<file path="config.mk">
export PLATFORM = sky130hd
export DESIGN_NAME = chr_bank_select
export DESIGN_NICKNAME = d
export VERILOG_FILES = /design/src/rtl/chr_bank_pkg.sv /design/src/rtl/chr_bank_regs.sv /design/src/rtl/chr_ppu_snoop.sv /design/src/rtl/chr_bank_mux.sv /design/src/rtl/chr_bank_select.sv
export SDC_FILE = /design/constraint.sdc
export NUM_CORES = 1
export LEC_CHECK = 0
export BUFFER_PORTS_ARGS = -buffer_cell sky130_fd_sc_hd__buf_4
export CAP_MARGIN = 20
export CORE_MARGIN = 1.5
export CORE_UTILIZATION = 59
export CTS_CLUSTER_SIZE = 8
export DETAILED_ROUTE_END_ITERATION = 8
export PLACE_DENSITY_LB_ADDON = 0.2
export SKIP_LAST_GASP = 1
export SLEW_MARGIN = 20
export SYNTH_ARGS = -nofsm -noshare
export SYNTH_HDL_FRONTEND = slang
export SYNTH_SLANG_ARGS = --single-unit
</file>
<file path="constraint.sdc">
create_clock -name clk -period 1.8 [get_ports clk]
set_input_delay 0.36 -clock clk [delete_from_list [all_inputs] [get_ports clk]]
set_output_delay 0.36 -clock clk [all_outputs]
set_load 0.005 [all_outputs]
</file>
<file path="src/rtl/chr_bank_pkg.sv">
package chr_bank_pkg;
  typedef enum logic { GRP_A = 1'b0, GRP_B = 1'b1 } grp_e;

  // Video-side register select codes for snooped CPU writes
  localparam logic VSEL_CTRL = 1'b0;
  localparam logic VSEL_MASK = 1'b1;
endpackage

</file>
<file path="src/rtl/chr_bank_regs.sv">
module chr_bank_regs
  import chr_bank_pkg::*;
#(
  parameter int BANK_W = 8,
  parameter int NUM_A  = 8,
  parameter int NUM_B  = 4,
  localparam int IDX_W   = $clog2(NUM_A + NUM_B),
  localparam int A_SEL_W = $clog2(NUM_A),
  localparam int B_SEL_W = $clog2(NUM_B)
) (
  input  logic              clk,
  input  logic              rst,
  input  logic              wr_en,
  input  logic [IDX_W-1:0]  wr_idx,
  input  logic [BANK_W-1:0] wr_data,
  output logic [BANK_W-1:0] bank_a [NUM_A],
  output logic [BANK_W-1:0] bank_b [NUM_B],
  output grp_e              last_grp
);
  logic             hit_a, hit_b;
  logic [IDX_W-1:0] b_off;

  assign hit_a = wr_en && (wr_idx < IDX_W'(NUM_A));
  assign hit_b = wr_en && !hit_a && (wr_idx < IDX_W'(NUM_A + NUM_B));
  assign b_off = wr_idx - IDX_W'(NUM_A);

  for (genvar i = 0; i < NUM_A; i++) begin : g_grp_a
    always_ff @(posedge clk) begin
      if (rst)
        bank_a[i] <= '0;
      else if (hit_a && (wr_idx[A_SEL_W-1:0] == A_SEL_W'(i)))
        bank_a[i] <= wr_data;
    end
  end

  for (genvar j = 0; j < NUM_B; j++) begin : g_grp_b
    always_ff @(posedge clk) begin
      if (rst)
        bank_b[j] <= '0;
      else if (hit_b && (b_off[B_SEL_W-1:0] == B_SEL_W'(j)))
        bank_b[j] <= wr_data;
    end
  end

  always_ff @(posedge clk) begin
    if (rst)        last_grp <= GRP_A;
    else if (hit_a) last_grp <= GRP_A;
    else if (hit_b) last_grp <= GRP_B;
  end

  // a write into a group marks that group as most recent
  p_last_a_r10: assert property (@(posedge clk) disable iff (rst)
    (wr_en && wr_idx < IDX_W'(NUM_A)) |=> (last_grp == GRP_A));
  p_last_b_r10: assert property (@(posedge clk) disable iff (rst)
    (wr_en && wr_idx >= IDX_W'(NUM_A) && wr_idx < IDX_W'(NUM_A + NUM_B))
      |=> (last_grp == GRP_B));
  // writes past the last group leave the history alone
  p_ign_idx_r2: assert property (@(posedge clk) disable iff (rst)
    (wr_en && wr_idx >= IDX_W'(NUM_A + NUM_B)) |=> $stable(last_grp));
endmodule

</file>
<file path="src/rtl/chr_ppu_snoop.sv">
module chr_ppu_snoop
  import chr_bank_pkg::*;
#(
  parameter int TALL_BIT  = 5,
  parameter int BG_EN_BIT = 3,
  parameter int SP_EN_BIT = 4
) (
  input  logic       clk,
  input  logic       rst,
  input  logic       vid_wr_en,
  input  logic       vid_wr_sel,
  input  logic [7:0] vid_wr_data,
  output logic       tall_spr,
  output logic       forced_blank
);
  logic bg_en_q, sp_en_q;
  logic unused_vid_bits;

  assign unused_vid_bits = ^vid_wr_data;

  always_ff @(posedge clk) begin
    if (rst) begin
      tall_spr <= 1'b0;
      bg_en_q  <= 1'b0;
      sp_en_q  <= 1'b0;
    end else if (vid_wr_en) begin
      if (vid_wr_sel == VSEL_CTRL) begin
        tall_spr <= vid_wr_data[TALL_BIT];
      end else begin
        bg_en_q <= vid_wr_data[BG_EN_BIT];
        sp_en_q <= vid_wr_data[SP_EN_BIT];
      end
    end
  end

  // Only both layers off counts as blank
  assign forced_blank = ~(bg_en_q | sp_en_q);

  // control write takes its size from the size bit only
  p_size_snoop_r8: assert property (@(posedge clk) disable iff (rst)
    (vid_wr_en && vid_wr_sel == VSEL_CTRL)
      |=> (tall_spr == $past(vid_wr_data[TALL_BIT])));
  // one layer still enabled means no forced blank
  p_one_layer_r7: assert property (@(posedge clk) disable iff (rst)
    (vid_wr_en && vid_wr_sel == VSEL_MASK &&
     (vid_wr_data[BG_EN_BIT] ^ vid_wr_data[SP_EN_BIT])) |=> !forced_blank);
endmodule

</file>
<file path="src/rtl/chr_bank_mux.sv">
module chr_bank_mux
  import chr_bank_pkg::*;
#(
  parameter int BANK_W = 8,
  parameter int ADDR_W = 13,
  parameter int NUM_A  = 8,
  parameter int NUM_B  = 4,
  localparam int A_SEL_W = $clog2(NUM_A),
  localparam int B_SEL_W = $clog2(NUM_B),
  localparam int WIN_LSB = ADDR_W - A_SEL_W
) (
  input  logic              clk,
  input  logic              rst,
  input  logic              tall_spr,
  input  logic              forced_blank,
  input  logic              rendering,
  input  logic              fetch_spr,
  input  logic [ADDR_W-1:0] fetch_addr,
  input  logic [BANK_W-1:0] bank_a [NUM_A],
  input  logic [BANK_W-1:0] bank_b [NUM_B],
  input  grp_e              last_grp,
  output logic [BANK_W-1:0] bank_q,
  output logic              grp_b_q
);
  logic [A_SEL_W-1:0] a_idx;
  logic [B_SEL_W-1:0] b_idx;
  logic               idle, use_b;
  logic [BANK_W-1:0]  bank_d;
  logic               unused_addr;

  assign a_idx       = fetch_addr[WIN_LSB +: A_SEL_W];
  assign b_idx       = fetch_addr[WIN_LSB +: B_SEL_W];
  assign unused_addr = ^fetch_addr;
  assign idle        = forced_blank | ~rendering;

  always_comb begin
    use_b = 1'b0;
    if (tall_spr) begin
      if (idle) use_b = (last_grp == GRP_B);
      else      use_b = ~fetch_spr;
    end
    bank_d = use_b ? bank_b[b_idx] : bank_a[a_idx];
  end

  always_ff @(posedge clk) begin
    if (rst) begin
      bank_q  <= '0;
      grp_b_q <= 1'b0;
    end else begin
      bank_q  <= bank_d;
      grp_b_q <= use_b;
    end
  end

  // small sprites never reach the second group
  p_small_a_r3: assert property (@(posedge clk) disable iff (rst)
    !tall_spr |=> !grp_b_q);
  // tall sprites, rendering, sprite fetch -> group A
  p_tall_spr_r4: assert property (@(posedge clk) disable iff (rst)
    (tall_spr && rendering && !forced_blank && fetch_spr) |=> !grp_b_q);
  // tall sprites, rendering, background fetch -> group B
  p_tall_bg_r5: assert property (@(posedge clk) disable iff (rst)
    (tall_spr && rendering && !forced_blank && !fetch_spr) |=> grp_b_q);
  // tall sprites, idle -> follows write history
  p_idle_hist_r6: assert property (@(posedge clk) disable iff (rst)
    (tall_spr && (forced_blank || !rendering))
      |=> (grp_b_q == $past(last_grp == GRP_B)));
endmodule

</file>
<file path="src/rtl/chr_bank_select.sv">
module chr_bank_select
  import chr_bank_pkg::*;
#(
  parameter int BANK_W = 8,
  parameter int ADDR_W = 13,
  parameter int NUM_A  = 8,
  parameter int NUM_B  = 4,
  localparam int IDX_W = $clog2(NUM_A + NUM_B)
) (
  input  logic              clk,
  input  logic              rst,
  input  logic              map_wr_en,
  input  logic [IDX_W-1:0]  map_wr_idx,
  input  logic [BANK_W-1:0] map_wr_data,
  input  logic              vid_wr_en,
  input  logic              vid_wr_sel,
  input  logic [7:0]        vid_wr_data,
  input  logic              rendering,
  input  logic              fetch_spr,
  input  logic [ADDR_W-1:0] fetch_addr,
  output logic [BANK_W-1:0] bank_out
);
  logic [BANK_W-1:0] bank_a [NUM_A];
  logic [BANK_W-1:0] bank_b [NUM_B];
  grp_e              last_grp;
  logic              tall_spr, forced_blank, grp_b_q;

  chr_bank_regs #(.BANK_W(BANK_W), .NUM_A(NUM_A), .NUM_B(NUM_B)) u_regs (
    .clk(clk), .rst(rst), .wr_en(map_wr_en), .wr_idx(map_wr_idx),
    .wr_data(map_wr_data), .bank_a(bank_a), .bank_b(bank_b),
    .last_grp(last_grp)
  );

  chr_ppu_snoop u_snoop (
    .clk(clk), .rst(rst), .vid_wr_en(vid_wr_en), .vid_wr_sel(vid_wr_sel),
    .vid_wr_data(vid_wr_data), .tall_spr(tall_spr),
    .forced_blank(forced_blank)
  );

  chr_bank_mux #(.BANK_W(BANK_W), .ADDR_W(ADDR_W), .NUM_A(NUM_A),
                 .NUM_B(NUM_B)) u_mux (
    .clk(clk), .rst(rst), .tall_spr(tall_spr), .forced_blank(forced_blank),
    .rendering(rendering), .fetch_spr(fetch_spr), .fetch_addr(fetch_addr),
    .bank_a(bank_a), .bank_b(bank_b), .last_grp(last_grp),
    .bank_q(bank_out), .grp_b_q(grp_b_q)
  );

  // the cycle after reset presents bank zero
  p_reset_zero_r1: assert property (@(posedge clk)
    $past(rst) |-> (bank_out == '0));
endmodule

</file>
After elaboration in Yosys (flattened, before gate mapping) --
Cells that the tools add are included.
Storage, ports and cells: register bits after elaboration 108, output and inout port bits 8, word-level logic and storage cells 70
Operators by class: add/subtract/negate cells 1, $lt $le $gt $ge 4, equal/unequal tests 10, muxes and demuxes 9, bitwise gates (word level) 8, reductions and logical operators 21
Operators with widths (count):
- 8-bit 2-to-1 mux | 5
- 8-bit binary-select mux with 3-bit select | 1
- 8-bit binary-select mux with 2-bit select | 1
- 1-bit logical AND | 15
- 3-bit == test, second input constant | 4
- 4-bit less-than comparator, second input constant | 2
- 3-bit by 2-bit == test with 1-bit output, second input constant | 2
- 2-bit == test, second input constant | 2
- 4-bit >= comparator, second input constant | 1
- 1-bit NOT | 4
- 3-bit NOT with 4-bit output | 1
- 2-bit AND reduction | 2
- 3-bit by 1-bit == test with 1-bit output, second input constant | 1
- 3-bit >= comparator, second input constant | 1
- 3-bit zero test | 1
- 2-bit NOT with 3-bit output | 1
- 2-bit by 1-bit == test with 1-bit output, second input constant | 1
- 2-bit zero test | 1
- 1-bit 2-to-1 mux | 2
- 1-bit OR | 2
- 2-bit OR reduction | 1
- 2-bit by 1-bit subtractor with 2-bit output, second input constant | 1
- 1-bit zero test | 1

Longest topological paths before layout --
Gate-level depths: netlist (run 1).
word-level depth 6, depth in mapped cells 6, depth with buffers taken out 3

Modules after synthesis --
Synthesis (run 1) repeated with hierarchy kept, for this count alone.
Second synthesis, totals: cells, all modules 430, area total of the unflattened synthesis 4951.0 um2
Modules (own cells, without submodules):
- chr_bank_regs | times used 1, cells each 347, area an instance 3823.7 um2
- chr_bank_mux | times used 1, cells each 69, area an instance 994.7 um2
- chr_ppu_snoop | times used 1, cells each 14, area an instance 132.6 um2

Worst setup path before layout (run 1) --
OpenSTA, ideal clock, no wires.
path kind input-to-reg, from input fetch_addr[10], to register u_mux.bank_q[3], library setup time 0.136 ns, data arrival time 1.486 ns, setup slack 0.178 ns, stages on the path 5, path buffers 2, cells stage by stage buf_6 > buf_12 > mux4_2 > a2111oi_0 > a211oi_1
Between the ends: longest elaborated chain between the ends 5
RTL lines:
- start: declaration | RTL line chr_bank_select.sv:20 | input logic [ADDR_W-1:0] fetch_addr,
- 3-bit NOT with 4-bit output (implied by the code) or 2-bit NOT with 3-bit output (tied branches) | RTL line chr_bank_mux.sv:42 | bank_d = use_b ? bank_b[b_idx] : bank_a[a_idx];
- 8-bit binary-select mux with 3-bit select or 8-bit binary-select mux with 2-bit select (tied branches) | RTL line chr_bank_mux.sv:42
- 8-bit 2-to-1 mux (implied by the code) (2 in series) | RTL line chr_bank_mux.sv:42
- 8-bit 2-to-1 mux * | RTL line chr_bank_mux.sv:42
- end signal: assignment | RTL line chr_bank_mux.sv:50 | bank_q <= bank_d;
- end: declaration | RTL line chr_bank_mux.sv:22 | output logic [BANK_W-1:0] bank_q,
Mark *: on every way between the ends. The rest lies on a longest branch, timed or not. The select of a mux whose other input is x is not followed. A chain may end at the register's enable or synchronous reset.

Worst setup path after layout (run 1) --
from register u_snoop.bg_en_q, to register u_mux.bank_q[6]
Between the ends: longest elaborated chain between the ends 6
RTL lines:
- start: declaration | RTL line chr_ppu_snoop.sv:16 | logic bg_en_q, sp_en_q;
- start signal: assignment | RTL line chr_ppu_snoop.sv:30 | bg_en_q <= vid_wr_data[BG_EN_BIT];
- 1-bit OR | RTL line chr_ppu_snoop.sv:37 | assign forced_blank = ~(bg_en_q | sp_en_q);
- 1-bit NOT | RTL line chr_ppu_snoop.sv:37
- 1-bit OR | RTL line chr_bank_mux.sv:34 | assign idle = forced_blank | ~rendering;
- 1-bit 2-to-1 mux | RTL line chr_bank_mux.sv:39 | if (idle) use_b = (last_grp == GRP_B);
- 1-bit 2-to-1 mux | RTL line chr_bank_mux.sv:38 | if (tall_spr) begin
- 8-bit 2-to-1 mux | RTL line chr_bank_mux.sv:42
No other way between the ends.

==> results of run 1 <==
## synth_stat cells
cell type,number
dfxtp_1,108
nand3_1,99
a21oi_1,98
o21ai_0,96
clkbuf_1,50
mux4_2,15
mux2i_1,9
a211oi_1,8
mux4_1,8
a2111oi_0,7
buf_2,7
buf_4,5
nand2_1,4
nand2b_1,3
nor2b_1,3
and3b_1,2
inv_1,2
nand3b_1,2
nor2_1,2
a2111oi_2,1
a211o_1,1
a221oi_1,1
and2_1,1
and3_1,1
buf_1,1
buf_12,1
buf_6,1
clkinv_1,1
mux4_4,1
nor3b_1,1
o211a_1,1
o21ai_1,1
or2_2,1
or3b_2,1
## stage by stage
step                      setup TNS, ns  utilization [%]
final                                 0             66.0
after detailed placement         -0.136             63.5
after global placement          -0.0662             63.5
after CTS                             0             66.0
after global routing                  0             66.0
after floorplan                       0                -
## metal layers
metal	track usage, %	vias up
met5	0	-
met4	7.96	0
met3	5.02	18
met2	48.7	166
met1	40.4	2019
li1	-	1999
## state kept, by name (all words and copies together) (netlist names)
signal            cells
u_regs.bank_a        64
u_snoop.tall_spr      1
u_snoop.sp_en_q       1
u_mux.bank_q          8
u_regs.last_grp       1
u_regs.bank_b        32
u_snoop.bg_en_q       1
## area by class of cell
| cell class | instances | area share, % |
|---|---|---|
| timing repair buffer | 50 | 7.92 |
| clock inverter | 4 | 0.886 |
| tap | 105 | 2.45 |
| multi-input combinational | 367 | 45.4 |
| inverter | 3 | 0.210 |
| sequential | 108 | 40.3 |
| clock buffer | 12 | 2.89 |
## kinds of logic (layout without fill, tap and decap cells)
group	Yosys count	count (layout)	synth area share (%)
AND/OR/NAND/NOR	120	120	12.7
flip-flops	108	108	44.2
buffers and inverters	68	69	6.26
AO/OA/AOI/OAI	214	214	23.3
multiplexers	33	33	13.5
## power by group
part	switching (mW)	internal, mW
Clock	0.798	0.717
Combinational	0.293	0.149
Sequential	0.0158	2.42
## worst min-delay path, delay by kind of cell
family                 cells  cell delay [ns]
and+or+nand+nor            1             0.08
buffers and inverters      1             0.07
muxes                      1             0.05
## how the worst max path moves through the flow
| stage | endpoint | slack [ns] | cells past startpoint |
|---|---|---|---|
| finish | u_mux.bank_q[6]$_SDFF_PP0_ | 0.21 | 3 |
| global route | u_mux.bank_q[6]$_SDFF_PP0_ | 0.11 | 3 |
| CTS | u_mux.bank_q[6]$_SDFF_PP0_ | 0.25 | 3 |
| detailed placement | u_mux.bank_q[0]$_SDFF_PP0_ | -0.07 | 4 |
| global placement | u_mux.bank_q[4]$_SDFF_PP0_ | -0.04 | 5 |
| floorplan | u_mux.bank_q[3]$_SDFF_PP0_ | 0.18 | 5 |
==> reports/metrics.yaml, run 1 <==
drc: 0
antennaDiodeCount: 0
crit_buf_inv: 0
netlist_area_mm2: 0.00489
ys_ff_latch: 108
syn_area_per_cell_um2: 9.01
portBuffers: 32
cts-root-buf: "clkbuf_8"
maxSlewViolCount: 0
seq_area_mm2: 0.00216
layout-drive-gt1-share_pct: 16.0
period_needed_ns: 1.59
min_period_over_period_pct: 88.5
cts_tree: "yes"
cpPeakStageDelay_ns: 0.58
met1_length_um: 5420
final_cells: 649
grt_overflow: 0
tightest_slew_ns: 0.722
r2r-start: "u_snoop.bg_en_q$_SDFFE_PP0P_"
yosys_warnings: 0
antenna_found_initial: 0
end_kind: "register"
max_freq_mhz: 628
clock_sinks: 108
dp_hpwl_um: 7550
hp-class: "primary input to register"
n_fill_cell: 677
yosys.area.top_type: "dfxtp_1"
hold_buffers: 0
top_layer_used: "met4"
worstSkewPairLatency_ns: 0.36
critical_path_class: "register to register"
rsz0062_at_grt: "false"
min_from: "vid_wr_data[5]"
synth_top_area_share_pct: 44.2
hold_slack_ns: 0.236
hold_depth: 3
fin_ws_ns: 0.207
startpoint: "u_snoop.bg_en_q$_SDFFE_PP0P_"
synthTopCellsByArea: "dfxtp_1 44%, nand3_1 10%, a21oi_1 10%"
cts-resized-gates: 0
reg2reg_slack_ns: 0.21
crit_fanout: 9
grt_start_max_net_pins: 109
core_area_mm2: 0.00813
ioPinCount: 48
hold_violations: 0
finClkSkew_ns: 0.00827
grt_pass1_vias: 3999
dieArea_mm2: 0.00885
leakage_nw: 1.80
total_power_mw: 4.39
outcome: "completed"
path_cells: "o21ai_1 -> a211o_1 -> a211oi_1"
worstPathArrival_ns: 1.83
post-place-cells: 633
syn_inst: 543
nets: 579
r2r.worst_path.cells: 3
cts_setup_buffers: 0
setup_viol: 0
drtIter0Drc: 335
cellPowerDensity_mw_per_mm2: 819
cts.path.max_buffers: 2
final_antenna_net_count: 0
r2r-end: "u_mux.bank_q[6]$_SDFF_PP0_"
place_area_mm2: 0.00517
syn_to_final_growth_pct: 9.69
die_x_um: 94.1
syn-num-nets: 583
grt.total_usage_pct: 29.7
wl_per_cell_um: 19.4
dr_total_vias: 4202
fp-row-count: 33
gp_congestion: 0.740
met2WireLength_um: 6180
cp_top_family: "compound AO/OA/AOI/OAI gates"
die_y_um: 94.1
final_common_cell: "dfxtp_1"
route.met3.wl_um: 786
multi_input_area_mm2: 0.00244
clk_pin_slew_worst_paths_ns: 0.10
synth-seq-area-share_pct: 44.2
ir_drop_v: 0.000447
dr.pass1.iters: 5
initial_core_util_pct: 60.2
wirelength_um: 12600
cts_max_level: 3
pre_cts_ws_ns: -0.0719
cp_slowest_cell: "o21ai_1"
critPathLaunchType: "register"
relSlewSlack_pct: 51.5
cp.required_ns: 2.03
viasPerCell: 6.47
final_cell_mix: "108 x dfxtp_1, 99 x nand3_1, 98 x a21oi_1, 96 x o21ai_0, 46 x buf_4"
synth.distinct_cells: 34
cts_buffers: 9
final_cell_area_mm2: 0.00537
grt_pass1_wl_um: 20400
hold_end: "u_snoop.tall_spr$_SDFFE_PP0P_"
cap_viol_max_count: 0
(Power assumes the default switching activity.)
==> run 2: changes to the inputs <==
Settings changed: ABC_AREA from default to 1, CORE_UTILIZATION 59 to 58.
==> run 2 against run 1 <==
Clock power up 4%. Global-route usage increased by 0.37 points. Critical path type unchanged. Final area fell by 2.8%. Synthesized cell count is 31% higher.
==> reports/metrics.yaml, run 2 <==
outcome: "completed"
ys_async_sr_fraction_pct: 0
yosys_warnings: 0
syn_to_final_growth_pct: 10.4
antenna_found_initial: 0
cts_max_level: 3
synth.distinct_cells: 17
final_antenna_net_count: 0
final_cell_area_mm2: 0.00522
syn_area_per_cell_um2: 6.63
core_area_mm2: 0.00781
relSlewSlack_pct: 73.9
min_period_over_period_pct: 73.4
end_kind: "register"
gp_congestion: 0.900
final_cell_mix: "208 x nor2_1, 135 x nand2_1, 108 x dfxtp_1, 97 x o21ai_0, 69 x nand3_1"
tightest_slew_ns: 0.391
die_y_um: 93.3
setup_viol: 0
netlist_area_mm2: 0.00473
cp.required_ns: 2.06
cts-resized-gates: 0
synthTopCellsByCount: "208 x nor2_1, 135 x nand2_1, 108 x dfxtp_1"
drtIter0Drc: 315
critical_path_class: "register to register"
cpMostUsedCell: "nor2_1"
top_regs: "u_regs.bank_a: 64 flops, u_regs.bank_b: 32 flops, u_mux.bank_q: 8 flops"
synth_top_area_share_pct: 45.8
crit_fanout: 5
worstPathArrival_ns: 1.59
synth_ff_type: "dfxtp_1"
yosys.area.top_type: "dfxtp_1"
crit_cells: 6
period_needed_ns: 1.32
ys_ff_latch: 108
cts_buffers: 9
maxSlewViolCount: 0
hp-class: "primary input to register"
critPathLaunchType: "register"
viasPerCell: 5.46
grt.total_usage_pct: 30.0
leakage_nw: 2.21
crit_buf_inv: 1
syn-num-nets: 753
portBuffers: 32
max_freq_mhz: 757
hold_buffers: 0
cp_slowest_cell: "dfxtp_1"
die_x_um: 93.3
fp-row-count: 32
hold_depth: 2
dr.pass1.iters: 4
top_register: "u_regs.bank_a"
clock_sinks: 108
grt_overflow: 0
ioPinCount: 48
cellPowerDensity_mw_per_mm2: 869
finClkSkew_ns: 0.0172
grt_start_max_net_pins: 49
grt_pass1_vias: 4218
synth_edf_count: 0
drc: 0
cpPeakStageDelay_ns: 0.33
dp_hpwl_um: 8230
n_fill_cell: 695
yosysMostFrequentCell: "nor2_1"
path_cells: "o21ai_0 -> nand2_1 -> nand3_1 -> inv_1 -> nor2_1 -> nor2_1"
reg2reg_slack_ns: 0.48
fin_tns_setup_ns: 0
final_core_util_pct: 66.8
final_common_cell: "nor2_1"
fin_ws_ns: 0.478
antennaDiodeCount: 0
initial_core_util_pct: 60.5
wirelength_um: 12400
r2r.worst_path.cells: 6
cts_tree: "yes"
total_power_mw: 4.53
syn_inst: 713
dieArea_mm2: 0.00870
ir_drop_v: 0.000531
largest_register_ffs: 64
cp_top_family: "simple AND/OR/NAND/NOR gates"
place_area_mm2: 0.00501
rsz0062_at_grt: "false"
synth-seq-area-share_pct: 45.8
pre_cts_ws_ns: 0.236
synthTopCellsByArea: "dfxtp_1 46%, nor2_1 17%, nand2_1 11%"
cap_viol_max_count: 0
clk_pin_slew_worst_paths_ns: 0.10
cts_setup_buffers: 0
nets: 768
cts-root-buf: "clkbuf_8"
grt_pass1_wl_um: 20300
layout-drive-gt1-share_pct: 10.5
hold_violations: 0
wl_per_cell_um: 14.8
worstSkewPairLatency_ns: 0.38
dr_total_vias: 4557
cts.path.max_buffers: 2
==> run 2: cell types whose count changed after synthesis, moves of 9 or more <==
cell      previous run  this run
nand2_1              4       135
inv_1                2        24
nor2_1               2       208
clkbuf_1            50        17
a21oi_1             98        10
inv_2                0        11
nand3_1             99        69
mux2i_1              9         0
mux4_2              15         0
==> run 2: metal layers <==
metal  global-route usage [%]  share of wire (%)  up-vias
met3                     3.33                6.0       32
met4                     12.1                3.0        0
met1                     39.0                 43     2063
met2                     50.7                 48      164
li1                         -                  -     2298
met5                        0                  0        -
==> run 2: area by class of cell <==
type	instances	area, um^2	share of cell area [%]
Sequential cell	108	2160	41.4
Timing Repair Buffer	42	340	6.52
Clock buffer	10	138	2.64
Inverter	35	131	2.52
Clock inverter	6	70.1	1.34
Tap cell	102	128	2.45
Multi-Input combinational cell	532	2250	43.1
==> run 2: cell families (layout without fill, tap and decap cells) <==
family | after synthesis | count (layout) | synth area share (%)
DFF | 108 | 108 | 45.8
buffers and inverters | 73 | 93 | 6.67
and+or+nand+nor | 420 | 420 | 35.7
AOI/OAI and AO/OA | 112 | 112 | 11.9
==> run 2: per-stage QoR <==
step | instances | hold WS [ns]
after CTS | 835 | 0.136
after detailed placement | 819 | 0.446
after global routing | 835 | 0.139
after floorplan | 713 | 0.429
final | 835 | 0.144
after global placement | 819 | 0.437
==> run 2: worst paths after layout <==
path | startpoint | endpoint
worst max-delay path | u_snoop.bg_en_q$_SDFFE_PP0P_ | u_mux.bank_q[3]$_SDFF_PP0_
worst max register to register | u_snoop.bg_en_q$_SDFFE_PP0P_ | u_mux.bank_q[3]$_SDFF_PP0_
worst min register to register | u_regs.bank_a[57]$_SDFFE_PP0P_ | u_regs.bank_a[57]$_SDFFE_PP0P_
worst min-delay path | rst | u_snoop.tall_spr$_SDFFE_PP0P_
==> run 2: worst register-to-register path: cells and delay by family, from the launching register on <==
family,cells,cell delay [ns]
buffers and inverters,1,0.12
DFF,1,0.33
and+or+nand+nor,4,0.50
AOI/OAI and AO/OA,1,0.26
==> run 2: power breakdown <==
group          internal, mW  total, mW  leakage [nW]  switching [mW]
sequential             2.45       2.48         0.875          0.0301
combinational         0.166      0.478          1.22           0.311
clock                 0.695       1.57         0.107           0.878
==> run 3: changes to the inputs <==
Settings changed: ABC_AREA 1 to 0, CORE_UTILIZATION 58 to 53.
Clock period 1.8 ns to 1.07 ns, I/O delays scaled along.
==> run 3 against run 2 <==
Critical path depth is 3 lower. The run now ends with setup timing left. Die area increased by 13%. Clock skew decreased by 0.0040 ns. Cell count down 18%. Sequential cell count unchanged. Core utilization grew 1.6 points. Fmax down 2.6%. Final area is 16% higher. Power grew 68%. Clock power grew 58%. Largest cell class unchanged.
==> reports/metrics.yaml, run 3 (synthesized netlist as in run 1, its figures left out) <==
max_freq_mhz: 737
syn_to_final_growth_pct: 23.7
largest_register_ffs: 64
cts-root-buf: "clkbuf_8"
hold_buffers: 0
pre_cts_ws_ns: -0.586
finClkSkew_ns: 0.0132
top_register: "u_regs.bank_a"
r2r.worst_path.cells: 3
reg2reg_slack_ns: -0.29
power_switching_share_pct: 26.5
cellInternalPower_mw: 5.58
final_common_cell: "dfxtp_1"
tightest_slew_ns: 0.310
ir_drop_v: 0.000903
dp_hpwl_um: 8570
grt_overflow: 0
antennaDiodeCount: 0
ioPinCount: 48
wl_per_cell_um: 20.2
n_fill_cell: 690
grt_start_max_net_pins: 36
cts_buffers: 9
worstPathArrival_ns: 1.62
viasPerCell: 6.76
wirelength_um: 13900
maxSlewViolCount: 0
cap_viol_max_count: 0
drtIter0Drc: 418
fin_tns_setup_ns: -1.88
rsz0062_at_grt: "true"
p_sw_mw: 2.02
initial_core_util_pct: 55.3
cts_tree: "yes"
critical_path_class: "register to register"
fp-row-count: 34
cellPowerDensity_mw_per_mm2: 1250
setup_viol: 8
nets: 614
cp_slowest_cell: "mux4_4"
hold_depth: 3
leakage_nw: 2.00
die_y_um: 99.1
p_clk_share_pct: 32.6
cp.required_ns: 1.34
min_period_over_period_pct: 127
critPathLaunchType: "register"
hp-class: "primary input to register"
cp_top_family: "multiplexers"
gp_congestion: 0.840
cts_max_level: 3
grt_pass1_wl_um: 22600
crit_cells: 3
top_regs: "u_regs.bank_a: 64 flops, u_regs.bank_b: 32 flops, u_mux.bank_q: 8 flops"
dr.pass1.iters: 5
dr_total_vias: 4637
final_antenna_net_count: 0
final_cell_mix: "100 x dfxtp_1, 99 x nand3_1, 98 x a21oi_1, 66 x o21ai_0, 55 x buf_4"
hold_violations: 0
drc: 0
crit_fanout: 2
crit_buf_inv: 0
path_cells: "mux4_4 -> mux2i_2 -> a211oi_2"
portBuffers: 32
antenna_found_initial: 0
core_area_mm2: 0.00885
total_power_mw: 7.59
layout-drive-gt1-share_pct: 26.1
cpPeakStageDelay_ns: 0.60
grt.total_usage_pct: 29.3
grt_pass1_vias: 4318
worstSkewPairLatency_ns: 0.38
cts.path.max_buffers: 2
fin_ws_ns: -0.287
relSlewSlack_pct: 78.8
clk_pin_slew_worst_paths_ns: 0.11
end_kind: "register"
period_needed_ns: 1.36
violations: "setup timing"
dieArea_mm2: 0.00982
clock_sinks: 108
outcome: "finished with violations"
die_x_um: 99.1
p_seq_share_pct: 54.1
power.share.combinational_pct: 13.3
==> run 3: metrics by stage <==
stage	utilization (%)	instance area [um^2]	hold slack, ns	cells
global route	68.4	6060	0.0806	686
CTS	68.0	6020	0.0625	684
floorplan	-	5000	0.361	543
global placement	63.7	5640	0.455	668
finish	68.4	6060	0.0672	686
detailed placement	63.7	5640	0.463	668
==> run 3: final timing paths <==
path | from | to
hold / removal | vid_wr_data[5] | u_snoop.tall_spr$_SDFFE_PP0P_
setup reg to reg | u_regs.bank_a[4]$_SDFFE_PP0P_ | u_mux.bank_q[4]$_SDFF_PP0_
setup / recovery | u_regs.bank_a[4]$_SDFFE_PP0P_ | u_mux.bank_q[4]$_SDFF_PP0_
hold reg to reg | u_regs.bank_a[34]$_SDFFE_PP0P_ | u_regs.bank_a[34]$_SDFFE_PP0P_
==> run 3: final cells by class <==
type / instances / area [um^2] / area share (%)
inverters: 3 / 12.5 / 0.207
repair buffers: 85 / 917 / 15.1
clock inverters: 5 / 61.3 / 1.01
clock buffers: 10 / 128 / 2.11
multi-input cells: 367 / 2630 / 43.4
well taps: 108 / 135 / 2.23
flip-flops and latches: 108 / 2170 / 35.9
==> run 3: timing repair <==
item,CTS,global route
gates resized for setup,36,12
setup buffers,1,2
endpoints found under the setup margin,12,12
pin swaps,9,6
==> run 3: worst min-delay path, cell delays in order <==
cell	delay [ns]
buf_4	0.07
mux2i_1	0.05
nor2_1	0.07
==> run 3: layer usage <==
| metal | wire length (um) | share of wire (%) | GRT usage [%] |
|---|---|---|---|
| met5 | 0 | 0 | 0 |
| met4 | 242 | 1.7 | 8.67 |
| met3 | 1140 | 8.3 | 4.64 |
| met2 | 6830 | 49 | 48.2 |
| met1 | 5640 | 41 | 40.2 |
==> run 3: power by group through the flow <==
stage	Sequential [mW]	Combinational, mW	Clock [mW]
global placement	4.20	0.907	0
finish	4.11	1.01	2.48
detailed placement	4.20	0.927	0
CTS	4.11	0.983	2.49
global route	4.12	1.07	2.62
floorplan	4.19	0.512	0
